### config.mk
export PLATFORM = sky130hd
export DESIGN_NAME = ssm_profile_gen
export DESIGN_NICKNAME = d
export VERILOG_FILES = /design/src/rtl/ssm_pkg.sv /design/src/rtl/ssm_ctrl.sv /design/src/rtl/ssm_datapath.sv /design/src/rtl/ssm_profile_gen.sv
export SDC_FILE = /design/constraint.sdc
export NUM_CORES = 1
export LEC_CHECK = 0
export BUFFER_PORTS_ARGS = -buffer_cell sky130_fd_sc_hd__buf_2
export CAP_MARGIN = 20
export CORE_MARGIN = 1
export CORE_UTILIZATION = 45
export CTS_BUF_LIST = sky130_fd_sc_hd__clkbuf_8 sky130_fd_sc_hd__clkbuf_16
export CTS_CLUSTER_DIAMETER = 120
export DETAILED_ROUTE_END_ITERATION = 10
export PLACE_DENSITY = 0.65
export SKIP_CTS_REPAIR_TIMING = 1
export SYNTH_ARGS = -nofsm -noshare
export SYNTH_HDL_FRONTEND = slang
export SYNTH_HIERARCHICAL = 1
export SYNTH_SLANG_ARGS = --single-unit
### constraint.sdc
create_clock -name clk -period 2.3 [get_ports clk]
set_input_delay 0.115 -clock clk [delete_from_list [all_inputs] [get_ports clk]]
set_output_delay 0.115 -clock clk [all_outputs]
set_load 0.02 [all_outputs]
### src/rtl/ssm_pkg.sv
package ssm_pkg;
  localparam int CODE_W = 6;
  localparam int FINE_SPAN = 30;   // peak-to-peak steps of the wide profiles
  localparam int COARSE_SPAN = 10; // peak-to-peak steps of the narrow profiles

  typedef logic signed [CODE_W-1:0] code_t;

  typedef struct packed {
    logic restart;
    logic stepTick;
    logic startDown;
  } ctlStrobe_t;

  function automatic code_t profileHi(input logic [1:0] sel);
    case (sel)
      2'b00: return code_t'(15);
      2'b01: return code_t'(5);
      default: return code_t'(0);
    endcase
  endfunction

  function automatic code_t profileLo(input logic [1:0] sel);
    case (sel)
      2'b00: return code_t'(-15);
      2'b01: return code_t'(-5);
      2'b10: return code_t'(-10);
      default: return code_t'(-30);
    endcase
  endfunction

  function automatic logic isWideSpan(input logic [1:0] sel);
    return (sel == 2'b00) || (sel == 2'b11);
  endfunction
endpackage

### src/rtl/ssm_ctrl.sv
module ssm_ctrl
  import ssm_pkg::*;
#(
  parameter int SWEEP_CYCLES = 2000,
  parameter int SETTLE_CYCLES = 625000
) (
  input  logic       clk,
  input  logic       rstN,
  input  logic [1:0] selIn,
  input  logic       enableIn,
  output ctlStrobe_t strobe,
  output logic [1:0] cfgSel,
  output logic       cfgEn,
  output logic       settled
);
  localparam int STEP_FINE = SWEEP_CYCLES / (2 * FINE_SPAN);
  localparam int STEP_COARSE = SWEEP_CYCLES / (2 * COARSE_SPAN);
  localparam int STEP_W = $clog2(STEP_COARSE + 1);
  localparam int SETTLE_W = $clog2(SETTLE_CYCLES + 1);

  logic [1:0] selMeta, selSync;
  logic enMeta, enSync;
  logic changeSeen;
  logic [STEP_W-1:0] stepCnt, stepLast;
  logic [SETTLE_W-1:0] settleCnt;

  always_ff @(posedge clk or negedge rstN) begin
    if (!rstN) begin
      selMeta <= 2'b00;
      selSync <= 2'b00;
      enMeta <= 1'b1;
      enSync <= 1'b1;
    end else begin
      selMeta <= selIn;
      selSync <= selMeta;
      enMeta <= enableIn;
      enSync <= enMeta;
    end
  end

  assign changeSeen = (selSync != cfgSel) || (enSync != cfgEn);
  assign stepLast = isWideSpan(cfgSel) ? STEP_W'(STEP_FINE - 1) : STEP_W'(STEP_COARSE - 1);

  always_ff @(posedge clk or negedge rstN) begin
    if (!rstN) begin
      cfgSel <= 2'b00;
      cfgEn <= 1'b1;
      stepCnt <= '0;
      settleCnt <= SETTLE_W'(SETTLE_CYCLES);
    end else if (changeSeen) begin
      cfgSel <= selSync;
      cfgEn <= enSync;
      stepCnt <= '0;
      settleCnt <= SETTLE_W'(SETTLE_CYCLES);
    end else begin
      stepCnt <= (stepCnt == stepLast) ? '0 : stepCnt + 1'b1;
      if (settleCnt != '0) settleCnt <= settleCnt - 1'b1;
    end
  end

  always_comb begin
    strobe.restart = changeSeen;
    strobe.stepTick = !changeSeen && (stepCnt == stepLast);
    strobe.startDown = selSync[1];
  end

  assign settled = (settleCnt == '0);
endmodule

### src/rtl/ssm_datapath.sv
module ssm_datapath
  import ssm_pkg::*;
(
  input  logic       clk,
  input  logic       rstN,
  input  ctlStrobe_t strobe,
  input  logic [1:0] cfgSel,
  input  logic       cfgEn,
  output code_t      offsetCode
);
  logic goingUp;
  code_t nextCode, hiLim, loLim;

  assign hiLim = profileHi(cfgSel);
  assign loLim = profileLo(cfgSel);
  assign nextCode = goingUp ? offsetCode + code_t'(1) : offsetCode - code_t'(1);

  always_ff @(posedge clk or negedge rstN) begin
    if (!rstN) begin
      offsetCode <= '0;
      goingUp <= 1'b1;
    end else if (strobe.restart) begin
      offsetCode <= '0;
      goingUp <= !strobe.startDown;
    end else if (strobe.stepTick && cfgEn) begin
      offsetCode <= nextCode;
      if (nextCode == hiLim) goingUp <= 1'b0;
      else if (nextCode == loLim) goingUp <= 1'b1;
    end
  end
endmodule

### src/rtl/ssm_profile_gen.sv
module ssm_profile_gen
  import ssm_pkg::*;
#(
  parameter int SWEEP_CYCLES = 2000,
  parameter int SETTLE_CYCLES = 625000
) (
  input  logic                     clk,
  input  logic                     rstN,
  input  logic [1:0]               selIn,
  input  logic                     enableIn,
  output logic signed [CODE_W-1:0] offsetCode,
  output logic                     settled
);
  ctlStrobe_t strobe;
  logic [1:0] cfgSel;
  logic cfgEn;

  ssm_ctrl #(.SWEEP_CYCLES(SWEEP_CYCLES), .SETTLE_CYCLES(SETTLE_CYCLES)) ctrl_i (
    .clk(clk), .rstN(rstN), .selIn(selIn), .enableIn(enableIn),
    .strobe(strobe), .cfgSel(cfgSel), .cfgEn(cfgEn), .settled(settled)
  );

  ssm_datapath data_i (
    .clk(clk), .rstN(rstN), .strobe(strobe), .cfgSel(cfgSel), .cfgEn(cfgEn),
    .offsetCode(offsetCode)
  );
endmodule

==> flow_summary.json <==
{
  "critPathBufInv": 2,
  "first_pass_iters": 5,
  "fp.dieW_um": 75.7,
  "slowest_delay_ns": 0.57,
  "cap_violations": 0,
  "port-buffer-count": 11,
  "internal_power_mw": 1.08,
  "antenna_found_initial": 0,
  "synth_warnings": 6,
  "leakagePower_nw": 1.13,
  "worstSkewPairLatency_ns": 0.30,
  "period_share_pct": 98.5,
  "fmax_mhz": 441,
  "synth_seq_cells": 43,
  "numCtsBuffers": 5,
  "clockBufferDepth": 2,
  "crit_fanout": 4,
  "synth_compound_area_share_pct": 13.6,
  "finalSetupViolCount": 0,
  "worst_r2r_endpoint": "data_i/goingUp",
  "reg2reg_slack_ns": 0.03,
  "root_buffer": "clkbuf_8",
  "layoutNonFillerInstCount": 352,
  "synth_top_family_by_area": "simple AND/OR/NAND/NOR gates",
  "grt_pass1_vias": 1733,
  "yosysSeqAreaShare_pct": 44.7,
  "synthXorXnorAreaFrac_pct": 6.41,
  "cts.htree.levels": 2,
  "slew_violations": 0,
  "fp.dieArea_um2": 5720,
  "numPlacedInstances": 337,
  "drcViolationCount": 0,
  "critPathKind": "reg2reg",
  "cp_top_family": "compound AO/OA/AOI/OAI gates",
  "switching_share_pct": 27.0,
  "hold_violations": 31,
  "fill_cells": 465,
  "yosysTopAreaCell": "dfrtp_1",
  "grtUsageTotal_pct": 18.9,
  "peakVddDrop_mv": 0.323,
  "holdWs_ns": -0.0529,
  "tightest_slew_ns": 0.909,
  "hp-class": "in2async",
  "clk_pin_slew_ns": 0.09,
  "syn-num-nets": 268,
  "power_density_nw_per_um2": 517,
  "drtAntennaViolNets": 0,
  "drt_iter0_drc": 155,
  "cp_data_arrival_time_ns": 2.49,
  "p_switching_mw": 0.400,
  "place_area_um2": 2620,
  "utilization_pct": 55.4,
  "fp-row-count": 26,
  "setup_slack_ns": 0.0342,
  "syn_inst": 255,
  "synth_area_leaders": "dfrtp_1 (32%), dfstp_2 (13%), nor2_1 (4.5%), ha_1 (3.6%), a21oi_1 (3.5%)",
  "wl_per_cell_um": 14.5,
  "core_um2": 5170,
  "async_flop_share_pct": 100,
  "cp.required_ns": 2.53,
  "die_h_um": 75.7,
  "synth_common_cells": "dfrtp_1 (31), nor2_1 (29), nand2_1 (18)",
  "syn_avg_cell_area_um2": 9.57,
  "sequentialPowerShare_pct": 53.9,
  "clock-sinks": 43,
  "r2r-start": "data_i/goingUp",
  "tritoncts": "done",
  "pre_cts_ws_ns": 0.0560,
  "path_cells": "clkinvlp_4 -> buf_4 -> ha_4 -> a211oi_4 -> o21bai_1 -> a21oi_2 -> xnor2_2 -> o211ai_1 -> a32oi_1",
  "wl_um": 5120,
  "io_pins": 12,
  "yosys.area_share.simple_pct": 23.5,
  "antenna_cells": 0,
  "place_congestion": 0.810,
  "outcome": "finished, violations left",
  "overflow": 0,
  "grt_max_degree": 42,
  "worst_setup_path_end_kind": "flop",
  "layout-drive-gt1-share_pct": 25.9,
  "synth_top_area_share_pct": 31.8,
  "fin_skew_ns": 0.00830,
  "finalCriticalPeriod_ns": 2.27,
  "final_nets": 294,
  "critPathSlowestCell": "dfstp_2",
  "synth_area_um2": 2440,
  "total_power_mw": 1.48,
  "synthAdderAreaFrac_pct": 4.41,
  "violations": "negative hold slack",
  "worst_r2r_path_depth": 9,
  "fin_area_um2": 2870,
  "synthMuxAreaShare_pct": 3.28,
  "start_util_pct": 47.2,
  "pwr-share-comb_pct": 13.5,
  "synth_cell_types": 54,
  "hpwl_um": 3220,
  "slew_headroom_pct": 39.4,
  "power_frac_clock_pct": 32.6,
  "yosysMostFrequentCell": "dfrtp_1",
  "grt_pass1_wl_um": 7960,
  "routed-via-count": 1958,
  "start_kind": "flop",
  "drt-vias-per-instance": 5.56,
  "synth_edf_count": 0,
  "syn_to_final_growth_pct": 17.4,
  "fin_tns_setup_ns": 0,
  "synthFlopType": "dfrtp_1"
}
==> power by group through the flow <==
stage | Clock [mW] | Sequential (mW) | Combinational, mW
floorplan | 0 | 0.808 | 0.113
global placement | 0 | 0.810 | 0.166
detailed placement | 0 | 0.811 | 0.167
CTS | 0.502 | 0.797 | 0.169
global route | 0.533 | 0.802 | 0.219
finish | 0.482 | 0.799 | 0.200
==> logic make-up after synthesis <==
kind of cell / count (synthesis)
xor+xnor: 17
fa+ha+maj: 8
compound gates: 50
mux: 8
flops: 43
buf+inv: 22
simple gates: 107
==> cell usage in the layout, fill, tap and decap left out, types with 3 or more instances in the layout <==
| master | instances |
|---|---|
| dfrtp_1 | 30 |
| nor2_1 | 29 |
| nand2_1 | 18 |
| buf_4 | 17 |
| a21oi_1 | 15 |
| dfstp_2 | 12 |
| buf_2 | 11 |
| nand3_1 | 10 |
| xor2_1 | 8 |
| inv_1 | 8 |
| mux2i_1 | 8 |
| nor3_1 | 6 |
| xnor2_1 | 6 |
| and2_1 | 6 |
| or4_1 | 6 |
| clkbuf_8 | 5 |
| o31ai_1 | 5 |
| nand2b_1 | 5 |
| o21ai_0 | 5 |
| a211oi_1 | 4 |
| ha_1 | 4 |
| clkinvlp_4 | 3 |
| ha_4 | 3 |
| dlygate4sd3_1 | 3 |
==> state kept, by name, indices dropped and copies added (netlist names) <==
signal / count
ctrl_i/cfgEn: 1
ctrl_i/cfgSel: 2
ctrl_i/enMeta: 1
ctrl_i/enSync: 1
ctrl_i/selMeta: 2
ctrl_i/selSync: 2
ctrl_i/settleCnt: 20
ctrl_i/stepCnt: 7
data_i/goingUp: 1
data_i/offsetCode: 6
==> how the worst max path moves through the flow <==
stage	cells past startpoint	slack, ns	startpoint	to
after CTS	7	-0.01	ctrl_i/settleCnt[0]	settled
final	9	0.03	data_i/goingUp	data_i/goingUp
after floorplan	9	0.006	ctrl_i/cfgSel[1]	data_i/goingUp
after global routing	8	-0.03	data_i/goingUp	data_i/goingUp
after detailed placement	8	0.06	data_i/goingUp	data_i/goingUp
after global placement	8	0.10	data_i/goingUp	data_i/goingUp
==> area by class of cell <==
| type | instances | area, µm² | share of cell area (%) |
|---|---|---|---|
| Multi-Input combinational cell | 190 | 1340 | 46.9 |
| Sequential cell | 43 | 1090 | 38.1 |
| Timing Repair Buffer | 31 | 213 | 7.42 |
| Tap cell | 70 | 87.6 | 3.06 |
| Clock buffer | 5 | 68.8 | 2.40 |
| Inverter | 10 | 41.3 | 1.44 |
| Clock inverter | 3 | 20.0 | 0.699 |
==> routing by layer <==
metal | vias to the layer above | track usage [%] | routed length (µm)
li1 | 959 | - | -
met1 | 943 | 27.0 | 2490
met2 | 52 | 29.0 | 2340
met3 | 4 | 4.37 | 234
met4 | 0 | 5.56 | 55
met5 | - | 0 | 0
Note: power is estimated with default switching activity, not from simulation.
